**src/rtl/rch_pkg.sv**
```systemverilog
package rch_pkg;
  localparam int DATA_W = 16;
  localparam int ADDR_W = 15;
  localparam int WORD_W = 32;
  localparam int ST_W   = 3;
  localparam int ST_LSB = DATA_W;
  localparam int INIT_BIT = DATA_W + ST_W;
  localparam int ERR_BIT  = DATA_W + ST_W + 1;

  typedef enum logic [ST_W-1:0] {
    CH_IDLE = 3'd0,
    CH_REQ  = 3'd2,
    CH_WDAT = 3'd4,
    CH_WCLR = 3'd6
  } ch_state_t;

  localparam logic [1:0] OFS_CMD  = 2'd0;
  localparam logic [1:0] OFS_VCLR = 2'd1;
endpackage

```
**src/rtl/rch_reg_decode.sv**
```systemverilog
module rch_reg_decode
  import rch_pkg::*;
(
  input  logic              reg_wr,
  input  logic [1:0]        reg_addr,
  input  logic [WORD_W-1:0] reg_wdata,
  output logic              cmd_wr,
  output logic              clr_wr,
  output logic [WORD_W-1:0] cmd_word
);
  always_comb begin
    cmd_wr   = reg_wr && (reg_addr == OFS_CMD);
    clr_wr   = reg_wr && (reg_addr == OFS_VCLR) && reg_wdata[0];
    cmd_word = reg_wdata;
  end
endmodule

```
**src/rtl/rch_fsm.sv**
```systemverilog
module rch_fsm
  import rch_pkg::*;
(
  input  logic              clk,
  input  logic              rst,
  input  logic              cmd_go,
  input  logic [WORD_W-1:0] cmd_word,
  input  logic              clr_go,
  input  logic              dev_ack,
  input  logic [DATA_W-1:0] dev_rdata,
  output logic              dev_req,
  output logic              dev_we,
  output logic [ADDR_W-1:0] dev_addr,
  output logic [DATA_W-1:0] dev_wdata,
  output logic [DATA_W-1:0] rd_data,
  output ch_state_t         state
);
  always_ff @(posedge clk) begin
    if (rst) begin
      state     <= CH_IDLE;
      dev_req   <= 1'b0;
      dev_we    <= 1'b0;
      dev_addr  <= '0;
      dev_wdata <= '0;
      rd_data   <= '0;
    end else begin
      unique case (state)
        CH_IDLE: if (cmd_go) begin
          state     <= CH_REQ;
          dev_req   <= 1'b1;
          dev_we    <= cmd_word[WORD_W-1];
          dev_addr  <= cmd_word[DATA_W +: ADDR_W];
          dev_wdata <= cmd_word[DATA_W-1:0];
        end
        CH_REQ: if (dev_ack) begin
          dev_req <= 1'b0;
          state   <= dev_we ? CH_IDLE : CH_WDAT;
        end
        CH_WDAT: if (dev_ack) begin
          rd_data <= dev_rdata;
          state   <= CH_WCLR;
        end
        CH_WCLR: if (clr_go) state <= CH_IDLE;
        default: state <= CH_IDLE;
      endcase
    end
  end
endmodule

```
**src/rtl/rch_status.sv**
```systemverilog
module rch_status
  import rch_pkg::*;
(
  input  logic              clk,
  input  logic              rst,
  input  logic              init_done,
  input  logic              reject,
  input  ch_state_t         state,
  input  logic [DATA_W-1:0] rd_data,
  output logic              init_q,
  output logic [WORD_W-1:0] status
);
  logic err_q;

  always_ff @(posedge clk) begin
    if (rst) begin
      err_q  <= 1'b0;
      init_q <= 1'b0;
    end else begin
      init_q <= init_done;
      if (reject) err_q <= 1'b1;
    end
  end

  always_comb begin
    status = '0;
    status[DATA_W-1:0]       = rd_data;
    status[ST_LSB +: ST_W]   = state;
    status[INIT_BIT]         = init_q;
    status[ERR_BIT]          = err_q;
  end
endmodule

```
**src/rtl/rch_top.sv**
```systemverilog
module rch_top
  import rch_pkg::*;
(
  input  logic              clk,
  input  logic              rst,
  input  logic              init_done,
  input  logic              reg_wr,
  input  logic [1:0]        reg_addr,
  input  logic [WORD_W-1:0] reg_wdata,
  output logic [WORD_W-1:0] status,
  output logic              dev_req,
  output logic              dev_we,
  output logic [ADDR_W-1:0] dev_addr,
  output logic [DATA_W-1:0] dev_wdata,
  input  logic              dev_ack,
  input  logic [DATA_W-1:0] dev_rdata
);
  logic              cmd_wr, clr_wr, cmd_go, reject, init_q;
  logic [WORD_W-1:0] cmd_word;
  logic [DATA_W-1:0] rd_data;
  ch_state_t         state;

  rch_reg_decode u_dec (
    .reg_wr(reg_wr), .reg_addr(reg_addr), .reg_wdata(reg_wdata),
    .cmd_wr(cmd_wr), .clr_wr(clr_wr), .cmd_word(cmd_word)
  );

  always_comb begin
    cmd_go = cmd_wr && (state == CH_IDLE) && init_done;
    reject = cmd_wr && !cmd_go;
  end

  rch_fsm u_fsm (
    .clk(clk), .rst(rst), .cmd_go(cmd_go), .cmd_word(cmd_word),
    .clr_go(clr_wr), .dev_ack(dev_ack), .dev_rdata(dev_rdata),
    .dev_req(dev_req), .dev_we(dev_we), .dev_addr(dev_addr),
    .dev_wdata(dev_wdata), .rd_data(rd_data), .state(state)
  );

  rch_status u_stat (
    .clk(clk), .rst(rst), .init_done(init_done), .reject(reject),
    .state(state), .rd_data(rd_data), .init_q(init_q), .status(status)
  );
endmodule

```
**config.mk**
```make
export PLATFORM = sky130hd
export DESIGN_NAME = rch_top
export DESIGN_NICKNAME = d
export VERILOG_FILES = /design/src/rtl/rch_pkg.sv /design/src/rtl/rch_reg_decode.sv /design/src/rtl/rch_fsm.sv /design/src/rtl/rch_status.sv /design/src/rtl/rch_top.sv
export SDC_FILE = /design/constraint.sdc
export NUM_CORES = 1
export LEC_CHECK = 0
export BUFFER_PORTS_ARGS = -buffer_cell sky130_fd_sc_hd__buf_4
export CAP_MARGIN = 20
export CORE_MARGIN = 2
export CORE_UTILIZATION = 46
export CTS_CLUSTER_DIAMETER = 40
export DETAILED_ROUTE_END_ITERATION = 16
export GPL_TIMING_DRIVEN = 0
export PLACE_DENSITY_LB_ADDON = 0.12
export SLEW_MARGIN = 10
export SYNTH_ARGS = -nofsm -noshare
export SYNTH_HDL_FRONTEND = slang
export SYNTH_HIERARCHICAL = 1
export SYNTH_SLANG_ARGS = --single-unit
```
**constraint.sdc**
```tcl
create_clock -name clk -period 2.2 [get_ports clk]
set_input_delay 0.22 -clock clk [delete_from_list [all_inputs] [get_ports clk]]
set_output_delay 0.22 -clock clk [all_outputs]
set_load 0.05 [all_outputs]
```
Yosys cells after proc, flatten, opt, wreduce, memory -nomap -nowiden
Cells that the tools add are included.
Storage, ports and cells
  flip-flop bits (word level): 54
  bits of input ports: 55
  output and inout bits: 65
  word-level logic and storage cells: 39
Cells by class
  equal/unequal tests: 8
  mux-type cells: 9
  reductions and logical operators: 14
Operator list (count)
  $mux 3: 5
  $pmux 3 s4: 1
  $ne 2x2->1 const B: 4
  $eq 3x3->1 const B: 2
  $logic_and 1x1->1: 6
  $reduce_and 2->1: 2
  $reduce_and 4->1: 1
  $eq 3x2->1 const B: 1
  $logic_not 3->1: 1
  $reduce_and 3->1: 1
  $eq 2x1->1 const B: 1
  $logic_not 2->1: 1
  $mux 1: 2
  $pmux 1 s2: 1
  $reduce_bool 2->1: 1
  $logic_not 1->1: 1

Depth between registers and ports, before layout
Gate-level depths: netlist of run 1.
  depth after elaboration: 6
  depth in mapped cells: 8

Cells and area by module
Netlist of run 1, hierarchy kept.
Modules (own cells, without submodules)
  rch_fsm: times used 1, cells an instance 232, area each 1855.5 um^2, seq. area each 1021.0 um^2
  rch_status: times used 1, cells an instance 37, area each 300.3 um^2, seq. area each 40.0 um^2
  rch_reg_decode: times used 1, cells an instance 34, area each 257.7 um^2, seq. area each 0.0 um^2
  rch_top: times used 1, cells an instance 3, area each 27.5 um^2, seq. area each 0.0 um^2

Least setup slack after synthesis of run 1
OpenSTA, ideal clock, no wires.
  kind: reg2reg
  start point: register u_fsm.state[1]
  end point: register u_fsm.dev_we
  setup time: 132 ps
  data arrival time: 1490 ps
  data required time: 2068 ps
  path slack: 578 ps
  stages on the path, launching flop included: 8
  path buffers: 2
  period minus slack after synthesis: 1622 ps
  path through: dfxtp_1 > nor4b_2 > and2_1 > or3b_1 > buf_2 > buf_6 > nand2_1 > a21oi_1
On the way
  word-level cells in the longest chain between the ends: 4
RTL lines
  start, declared: RTL line rch_fsm.sv:16  | output ch_state_t state
  start signal, assigned: RTL line rch_fsm.sv:37  | state <= dev_we ? CH_IDLE : CH_WDAT;
  $logic_not 3->1: RTL line rch_top.sv:29  | cmd_go = cmd_wr && (state == CH_IDLE) && init_done;
  $logic_and 1x1->1 (2 in a row): RTL line rch_top.sv:29
  via cmd_go: RTL line rch_top.sv:18  | logic cmd_wr, clr_wr, cmd_go, reject, init_q;
  $reduce_and 2->1 (no source line)
  end signal, assigned: RTL line rch_fsm.sv:31  | dev_we <= cmd_word[WORD_W-1];
  end, declared: RTL line rch_fsm.sv:12  | output logic dev_we,
The timed path passes the listed nets, and every way through them passes these cells.
A chain may end at the register's enable or synchronous reset.

Final worst setup path of run 1
  start point: register u_fsm.state[1]
  end point: register u_fsm.dev_addr[11]
On the way
  word-level cells in the longest chain between the ends: 4
RTL lines
  $logic_not 3->1: RTL line rch_top.sv:29
  $logic_and 1x1->1 (2 in a row): RTL line rch_top.sv:29
  via cmd_go: RTL line rch_top.sv:18
  $reduce_and 2->1 (no source line)
  end signal, assigned: RTL line rch_fsm.sv:32  | dev_addr <= cmd_word[DATA_W +: ADDR_W];
  end, declared: RTL line rch_fsm.sv:13  | output logic [ADDR_W-1:0] dev_addr,
The timed path passes the listed nets, and every way through them passes these cells.

==> results of run 1 <==
-- state kept, by name, summed over array words and instances, names as in the netlist --
| signal | flops |
|---|---|
| u_fsm/dev_wdata | 16 |
| u_fsm/rd_data | 16 |
| u_fsm/dev_addr | 15 |
| u_fsm/state | 2 |
| u_fsm/dev_req | 1 |
| u_fsm/dev_we | 1 |
| u_stat/err_q | 1 |
| u_stat/init_q | 1 |
-- worst max-delay path by stage --
| stage | slack (ns) | cells past startpoint | endpoint | startpoint |
|---|---|---|---|---|
| floorplan | 0.58 | 7 | u_fsm/dev_we | u_fsm/state[1] |
| global placement | 0.39 | 8 | u_fsm/dev_addr[9] | reg_addr[1] |
| detailed placement | 0.39 | 8 | u_fsm/dev_addr[11] | reg_addr[1] |
| CTS | 0.38 | 7 | u_fsm/dev_we | u_fsm/state[1] |
| global route | 0.23 | 6 | u_fsm/dev_addr[13] | u_fsm/state[1] |
| finish | 0.40 | 7 | u_fsm/dev_addr[11] | u_fsm/state[1] |
-- synthesized netlist by cell type --
master | instances | area, um^2
nor3b_2 | 1 | 12.5
buf_2 | 6 | 30.0
and3b_1 | 1 | 8.76
inv_1 | 1 | 3.75
nor4bb_1 | 1 | 10.0
o21ai_0 | 1 | 5.00
nor4b_2 | 1 | 15.0
a211o_1 | 1 | 8.76
nor3b_1 | 1 | 7.51
conb_1 | 2 | 7.51
and4b_1 | 1 | 10.0
nand2_1 | 97 | 364
nand3b_1 | 1 | 7.51
and2_1 | 1 | 6.26
nor2b_1 | 3 | 18.8
buf_4 | 66 | 495
buf_6 | 4 | 45.0
clkbuf_1 | 6 | 22.5
a21oi_1 | 51 | 255
o21ba_1 | 1 | 10.0
nor2_1 | 2 | 7.51
or3b_1 | 1 | 8.76
o211ai_1 | 1 | 7.51
dfxtp_1 | 53 | 1060
o21bai_1 | 1 | 7.51
clkbuf_2 | 1 | 5.00
-- cell usage in the layout (no fill, tap or decap), types with 2 or more instances in the layout --
| cell | n |
|---|---|
| a21oi_1 | 51 |
| buf_2 | 6 |
| buf_4 | 142 |
| buf_6 | 4 |
| clkbuf_1 | 7 |
| clkbuf_8 | 6 |
| conb_1 | 12 |
| dfxtp_1 | 53 |
| nand2_1 | 97 |
| nor2_1 | 2 |
| nor2b_1 | 3 |
-- per-layer routing --
metal,up-vias,track usage
met5,-,0
met4,0,0.0491
met3,4,0.0541
met2,77,0.288
met1,894,0.199
li1,1079,-
-- stage by stage --
stage                     instance area, um^2  utilization  std cells
final                                    3250        0.637        470
after global routing                     3250        0.637        470
after CTS                                3250        0.637        470
after detailed placement                 3140        0.614        462
after global placement                   3140        0.614        462
after floorplan                          2480            -        316
-- logic make-up after synthesis --
group	after synthesis	synth area share
buffers and inverters	84	0.247
other	2	0.00308
AND/OR/NAND/NOR	111	0.195
AO/OA/AOI/OAI	56	0.120
flip-flops	53	0.435
-- cell type report --
cell class	count	area, um^2
Multi-Input combinational cell	179	816
Inverter	1	3.75
Tap cell	70	87.6
Clock buffer	7	86.3
Buffer	83	598
Clock inverter	1	30.0
Fill cell	511	1850
Sequential cell	53	1060
Timing Repair Buffer	76	571
-- power by group through the flow --
stage	logic (mW)	clock network (mW)	registers (mW)
finish	0.270	0.674	0.979
global route	0.288	0.723	0.980
CTS	0.271	0.698	0.979
detailed placement	0.270	0	1.00
floorplan	0.172	0	1.03
global placement	0.269	0	1.00
==> results.toml, run 1 <==
[critical_path]
cpMaxStageDelayCell = "or3b_1"
crit_chain = "nor4b_2, and2_1, or3b_1, buf_2, buf_6, nand2_1, a21oi_1"
reg2reg_to = "u_fsm/dev_addr[11]"
critPathLaunchType = "register"
path_max_fanout = 10
regToRegStartpoint = "u_fsm/state[1]"
end_kind = "register"
reg2regPathDepth = 7
arrival_ns = 1.97
cp.required_ns = 2.37
rrSetupSlack_ns = 0.40
path_class = "register to register"
critical_path.top_delay_family = "simple AND/OR/NAND/NOR gates"
path_buf_inv = 2
slowest_delay_ns = 0.35

[pwr]
p_switching_uw = 461
peakVddDrop_v = 0.000353
swShare = 0.240
clock_power_share = 0.351
power.density_mw_per_mm2 = 591
internal_power_mw = 1.46
finalPower_mw = 1.92
p_comb_frac = 0.140
p_seq_frac = 0.509
p_leak_nw = 1.49

[timing]
max_freq_mhz = 554
fin_worst_skew_ns = 0.00608
worst_slew_pin_slew_ns = 0.506
rsz0062_at_grt = "no"
slew_headroom = 0.663
min_period_ns = 1.80
setup_slack_ns = 0.396
slew_violations = 0
finalHoldViolCount = 0
period_share = 0.820
whs_ns = 0.0788
fin_setup_tns_ns = 0
setup_viol = 0

[job]
drv_cap = 0

[placement]
io_buffer_count = 76
dp.final_hpwl_mm = 3.77
dp_slack_ns = 0.389
gp_congestion = 0.737

[clock_network]
cts_resized = 0
clock_latency_ns = 0.30
tritoncts = "built"
clk_pin_slew_ns = 0.09
cts_buffer_depth = 2
h-tree-depth = 2
cts_setup_buffers = 0
cts_hold_buf = 0
cts_inserted_buffers = 5
clkSinkCount = 53
cts_root_buf = "clkbuf_8"

[finish]
drive_gt1_frac = 0.405
areaGrowthSynthToFinish_pct = 33.3
fin_nets = 454
diodes = 0

[detailed_routing]
drt-pass1-iter-count = 4
top_layer = "met4"
drc = 0
wirelength_mm = 5.04
routedWlPerCell_um = 10.7
met2_length_mm = 2.44
vias = 2054
wl_met3_um = 428
via_per_inst = 4.37
wl_met1_mm = 2.14
initialDrtViolationCount = 72
ant_nets = 0

[die]
io_pins = 120
rows = 26
start_util = 0.478
core_region_area_mm2 = 0.00511
fp.dieH_um = 76.8
dieArea_mm2 = 0.00591
die_w_um = 76.8

[worst_hold_path]
min_to = "u_stat/init_q"
hp-class = "input pin to register"
hold-path-cell-count = 2
worstHoldStart = "rst"

[logic_synthesis]
yosysUniqueCellTypes = 26
yosysWarnings = 6
yosysSeqAreaShare = 0.435
synth_seq_cells = 53
netlist_area_mm2 = 0.00244
netlist_instances = 306
avgSynthCellArea_um2 = 7.98

[global_route]
grt_usage = 0.167
grt_pass1_wl_mm = 8.14
grt_max_degree = 16
grt_antenna_before_repair = 0
grt_overflow = 0
grt_pass1_vias = 1840

[status]
status = "completed"
Power figures use the tool's default switching activity.
==> run 2: changes to the inputs <==
clock period = 1.7 ns   (was 2.2 ns; I/O delays follow)
==> run 2 against run 1 <==
Net effect: the run now ends with setup timing left; hold slack got worse by 0.053 ns; critical endpoint unchanged; design area is 3.4% higher; clock skew fell by 0.0022 ns; flip-flop and latch count unchanged; die area is the same; clock power grew 30%; sequential share of layout area is 1.0 points lower; sequential power is 30% higher; final cell count is 1.7% higher; core utilization grew 2.2 points; total power rose by 31%; register-to-register slack worse by 0.40 ns.
==> results.toml, run 2 (same netlist as run 1, synthesis figures left out) <==
[placement]
gp_congestion = 0.737
io_buffer_count = 76
dp.final_hpwl_mm = 3.77
place_inst = 462

[detailed_routing]
ant_nets = 0
drt-pass1-iter-count = 4
via_per_inst = 4.35
vias = 2081
initialDrtViolationCount = 73
routedWlPerCell_um = 10.9
wirelength_mm = 5.21
drc = 0

[worst_hold_path]
hp-class = "input pin to register"
worstHoldStart = "rst"

[finish]
areaGrowthSynthToFinish_pct = 37.8
layout_commonest_cell = "buf_4"
instances_no_fill = 478
drive_gt1_frac = 0.434
fin_nets = 462
final_cell_mix = "buf_4, nand2_1, a21oi_1, dfxtp_1, conb_1"
reg_top3 = "u_fsm/dev_wdata (16), u_fsm/rd_data (16), u_fsm/dev_addr (15)"
diodes = 0
fin_util = 0.659

[timing]
period_share = 1.00
slew_violations = 0
finalHoldViolCount = 0
setup_viol = 1
setup_slack_ns = -0.00729
rsz0062_at_grt = "yes"
max_freq_mhz = 586
min_period_ns = 1.71
fin_worst_skew_ns = 0.00391

[global_route]
grt_max_degree = 16
grt_pass1_wl_mm = 8.39
grt_overflow = 0
grt_pass1_vias = 1897
grt_antenna_before_repair = 0
grt_usage = 0.173

[critical_path]
cp.required_ns = 1.87
path_class = "register to register"
regToRegStartpoint = "u_fsm/state[1]"
critPathLaunchType = "register"
arrival_ns = 1.88
path_max_fanout = 10
crit_start = "u_fsm/state[1]"
end_kind = "register"

[clock_network]
cts_buffer_depth = 2
clkSinkCount = 53
cts_inserted_buffers = 5
clk_pin_slew_ns = 0.09
cts_root_buf = "clkbuf_8"
tritoncts = "built"
cts_hold_buf = 0
h-tree-depth = 2
clock_latency_ns = 0.30

[status]
violations = "setup timing"
status = "finished, violations left"

[die]
fp.dieH_um = 76.8
core_region_area_mm2 = 0.00511
start_util = 0.478
io_pins = 120
die_w_um = 76.8
dieArea_mm2 = 0.00591
rows = 26

[pwr]
finalPower_mw = 2.52
peakVddDrop_v = 0.000513
p_leak_nw = 1.55
power.density_mw_per_mm2 = 748

[job]
drv_cap = 0
[run 2: cell count changes in the layout (fill, tap and decap cells not counted), sizes merged]
cell	delta
buf	+8
[run 2: path summary, 6_finish.rpt]
path | endpoint | slack, ns | depth (start not counted)
worst max-delay path | u_fsm/dev_addr[11] | -0.007 | 6
worst min-delay path | u_stat/init_q | 0.03 | 2
worst min register to register | u_fsm/rd_data[6] | 0.46 | 2
worst max register to register | u_fsm/dev_addr[11] | -0.007 | 6
[run 2: metrics by stage]
stage	hold WS, ns	area (um^2)	worst slack, ns	TNS, ns
after floorplan	0.242	2480	0.0780	0
after global placement	0.345	3140	-0.0620	-1.79
after detailed placement	0.346	3140	-0.0877	-2.34
after CTS	0.0147	3350	-0.0111	-0.0667
after global routing	0.0135	3360	-0.0823	-1.77
final	0.0253	3360	-0.00729	-0.00729
[run 2: timing repair]
action                     4_1_cts  5_1_grt
gates resized for setup          6       14
pin swaps                        1        2
hold endpoints to repair         0        0
setup endpoints to repair       30       31
setup buffers                   10        1
[run 2: final cells by class]
class / count / area [um^2]
Fill cell: 488 / 1740
Sequential cell: 53 / 1060
Multi-Input combinational cell: 179 / 843
Timing Repair Buffer: 85 / 642
Buffer: 82 / 608
Tap cell: 70 / 87.6
Clock buffer: 7 / 86.3
Clock inverter: 1 / 30.0
Inverter: 1 / 3.75
[run 2: power by group]
| part | total [mW] | leakage, nW | internal [mW] | switching [mW] |
|---|---|---|---|---|
| Sequential | 1.27 | 0.429 | 1.26 | 0.00958 |
| Combinational | 0.372 | 1.06 | 0.171 | 0.201 |
| Clock | 0.877 | 0.0585 | 0.480 | 0.397 |
[run 2: critical path, stage by stage, from the launching register on]
cell     delay (ns)
dfxtp_2        0.35
nor4b_4        0.30
and2_4         0.20
or3b_4         0.43
buf_6          0.16
nand2_1        0.07
a21oi_1        0.07
[run 2: routing by layer]
layer  vias to the layer above  track usage  routed length (um)
li1                       1092            -                   -
met1                       910        0.204                2170
met2                        75        0.302                2570
met3                         4       0.0541                 430
met4                         0       0.0491                  35
met5                         -            0                   0
==> run 3: changes to the inputs <==
BUFFER_PORTS_ARGS = default   (was -buffer_cell sky130_fd_sc_hd__buf_4)
CORE_UTILIZATION = 52   (was 46)
DONT_BUFFER_PORTS = 1   (was default)
==> run 3 against run 2 <==
Net effect: the run now ends clean; sequential share of layout area grew 6.5 points; fmax grew 0.72%; flip-flop and latch count is the same; register-to-register slack is essentially flat; highest routed layer unchanged.
==> results.toml, run 3 (same netlist as run 1, synthesis figures left out) <==
[pwr]
peakVddDrop_v = 0.000448
p_leak_nw = 1.14
power.density_mw_per_mm2 = 810

[finish]
layout_commonest_cell = "nand2_1"
fin_util = 0.628
fin_area_mm2 = 0.00279
fin_nets = 390
final_cell_mix = "nand2_1, buf_4, dfxtp_1, a21oi_1, conb_1"
drive_gt1_frac = 0.281
diodes = 0
areaGrowthSynthToFinish_pct = 14.4
num-fill-cells = 419
reg_top3 = "u_fsm/dev_wdata (16), u_fsm/rd_data (16), u_fsm/dev_addr (15)"

[detailed_routing]
routedWlPerCell_um = 12.0
wirelength_mm = 4.66
ant_nets = 0
wl_met3_um = 448
top_layer = "met4"
initialDrtViolationCount = 50
met2_length_mm = 2.25
via_per_inst = 4.73
wl_met1_mm = 1.91
vias = 1829
drc = 0
drt-pass1-iter-count = 4

[global_route]
grt_overflow = 0
grt_pass1_vias = 1675
grt_usage = 0.176
grt_antenna_before_repair = 0
grt_pass1_wl_mm = 7.35
grt_max_degree = 15

[clock_network]
clkSinkCount = 53
clock_latency_ns = 0.29
cts_root_buf = "clkbuf_8"
cts_inserted_buffers = 5
cts_buffer_depth = 2
clk_pin_slew_ns = 0.08
h-tree-depth = 2
tritoncts = "built"

[die]
die_w_um = 72.5
start_util = 0.549
io_pins = 120
core_region_area_mm2 = 0.00444
fp.dieH_um = 72.5
rows = 24
dieArea_mm2 = 0.00526

[critical_path]
path_class = "register to register"
regToRegStartpoint = "u_fsm/state[1]"
path_max_fanout = 10
end_kind = "register"
critPathLaunchType = "register"
crit_start = "u_fsm/state[1]"
reg2reg_to = "u_fsm/dev_wdata[0]"
arrival_ns = 1.86
rrSetupSlack_ns = 0.005
reg2regPathDepth = 7
cp.required_ns = 1.87

[timing]
fin_worst_skew_ns = 0.00228
finalHoldViolCount = 0
setup_viol = 0
worst_slew_pin_slew_ns = 0.551
whs_ns = 0.0102
slew_violations = 0
max_freq_mhz = 590
min_period_ns = 1.70
period_share = 0.997
slew_headroom = 0.632
rsz0062_at_grt = "yes"

[placement]
dp.final_hpwl_mm = 3.44
io_buffer_count = 0
dpl_cell_area_mm2 = 0.00254
gp_congestion = 0.745

[worst_hold_path]
min_to = "u_fsm/rd_data[3]"
hold-path-cell-count = 2
worstHoldStart = "dev_rdata[3]"
hp-class = "input pin to register"

[job]
drv_cap = 0

[status]
status = "completed"
==> run 3: cell types whose count changed in the layout (fill, tap and decap cells not counted), moves of 2 or more <==
| cell | change |
|---|---|
| nand2_1 | +2 |
| nand2_2 | -2 |
| a21oi_2 | +3 |
| buf_2 | +2 |
| dlygate4sd3_1 | +10 |
| buf_4 | -85 |
| a21oi_1 | -3 |
==> run 3: repair_timing <==
item | in CTS | in global routing
setup endpoints to repair | 30 | 30
endpoints found under the hold margin | 9 | 0
hold buffers | 10 | 0
gates resized for setup | 5 | 8
buffers inserted | 2 | 0
pin swaps | 1 | 0
==> run 3: layout make-up <==
type | count | area, um^2 | area share
clock buffer | 7 | 86.3 | 0.0309
timing repair buffer | 12 | 115 | 0.0412
buffer | 83 | 611 | 0.219
tap | 52 | 65.1 | 0.0233
sequential | 53 | 1060 | 0.381
inverter | 1 | 3.75 | 0.00134
multi-input combinational | 179 | 847 | 0.303
==> run 3: how the worst max path moves through the flow <==
| stage | endpoint | slack, ns | cells past startpoint |
|---|---|---|---|
| floorplan | u_fsm/dev_we | 0.08 | 7 |
| global placement | u_fsm/dev_addr[12] | -0.07 | 7 |
| detailed placement | u_fsm/dev_addr[12] | -0.08 | 7 |
| CTS | u_fsm/dev_wdata[9] | 0.0005 | 7 |
| global route | u_fsm/dev_addr[12] | -0.08 | 7 |
| finish | u_fsm/dev_wdata[0] | 0.005 | 7 |
==> run 3: where the power goes <==
group          internal, mW  leakage [nW]  switching, mW
sequential             1.26         0.429         0.0486
clock                 0.324        0.0443          0.364
combinational         0.121         0.671          0.147
==> run 3: metal layers <==
layer | up-vias | track usage
li1 | 951 | -
met4 | 0 | 0.0658
met3 | 5 | 0.0583
met1 | 797 | 0.208
met2 | 76 | 0.298
met5 | - | 0
==> run 3: through the flow <==
| step | cells | setup TNS [ns] | worst slack, ns | total power, mW |
|---|---|---|---|---|
| final | 387 | 0 | 0.00496 | 2.26 |
| after global routing | 387 | -2.10 | -0.0842 | 2.35 |
| after detailed placement | 368 | -2.14 | -0.0832 | 1.58 |
| after CTS | 387 | 0 | 0.000462 | 2.30 |
| after floorplan | 316 | 0 | 0.0780 | 1.55 |
| after global placement | 368 | -1.82 | -0.0652 | 1.57 |
==> run 3: critical path, stage by stage (launching register included) <==
cell and delay [ns]:
dfxtp_2 0.34, nor4b_4 0.27, and2_4 0.19, or3b_1 0.35, buf_6 0.14, buf_8 0.13
nand2_1 0.08, a21oi_2 0.06
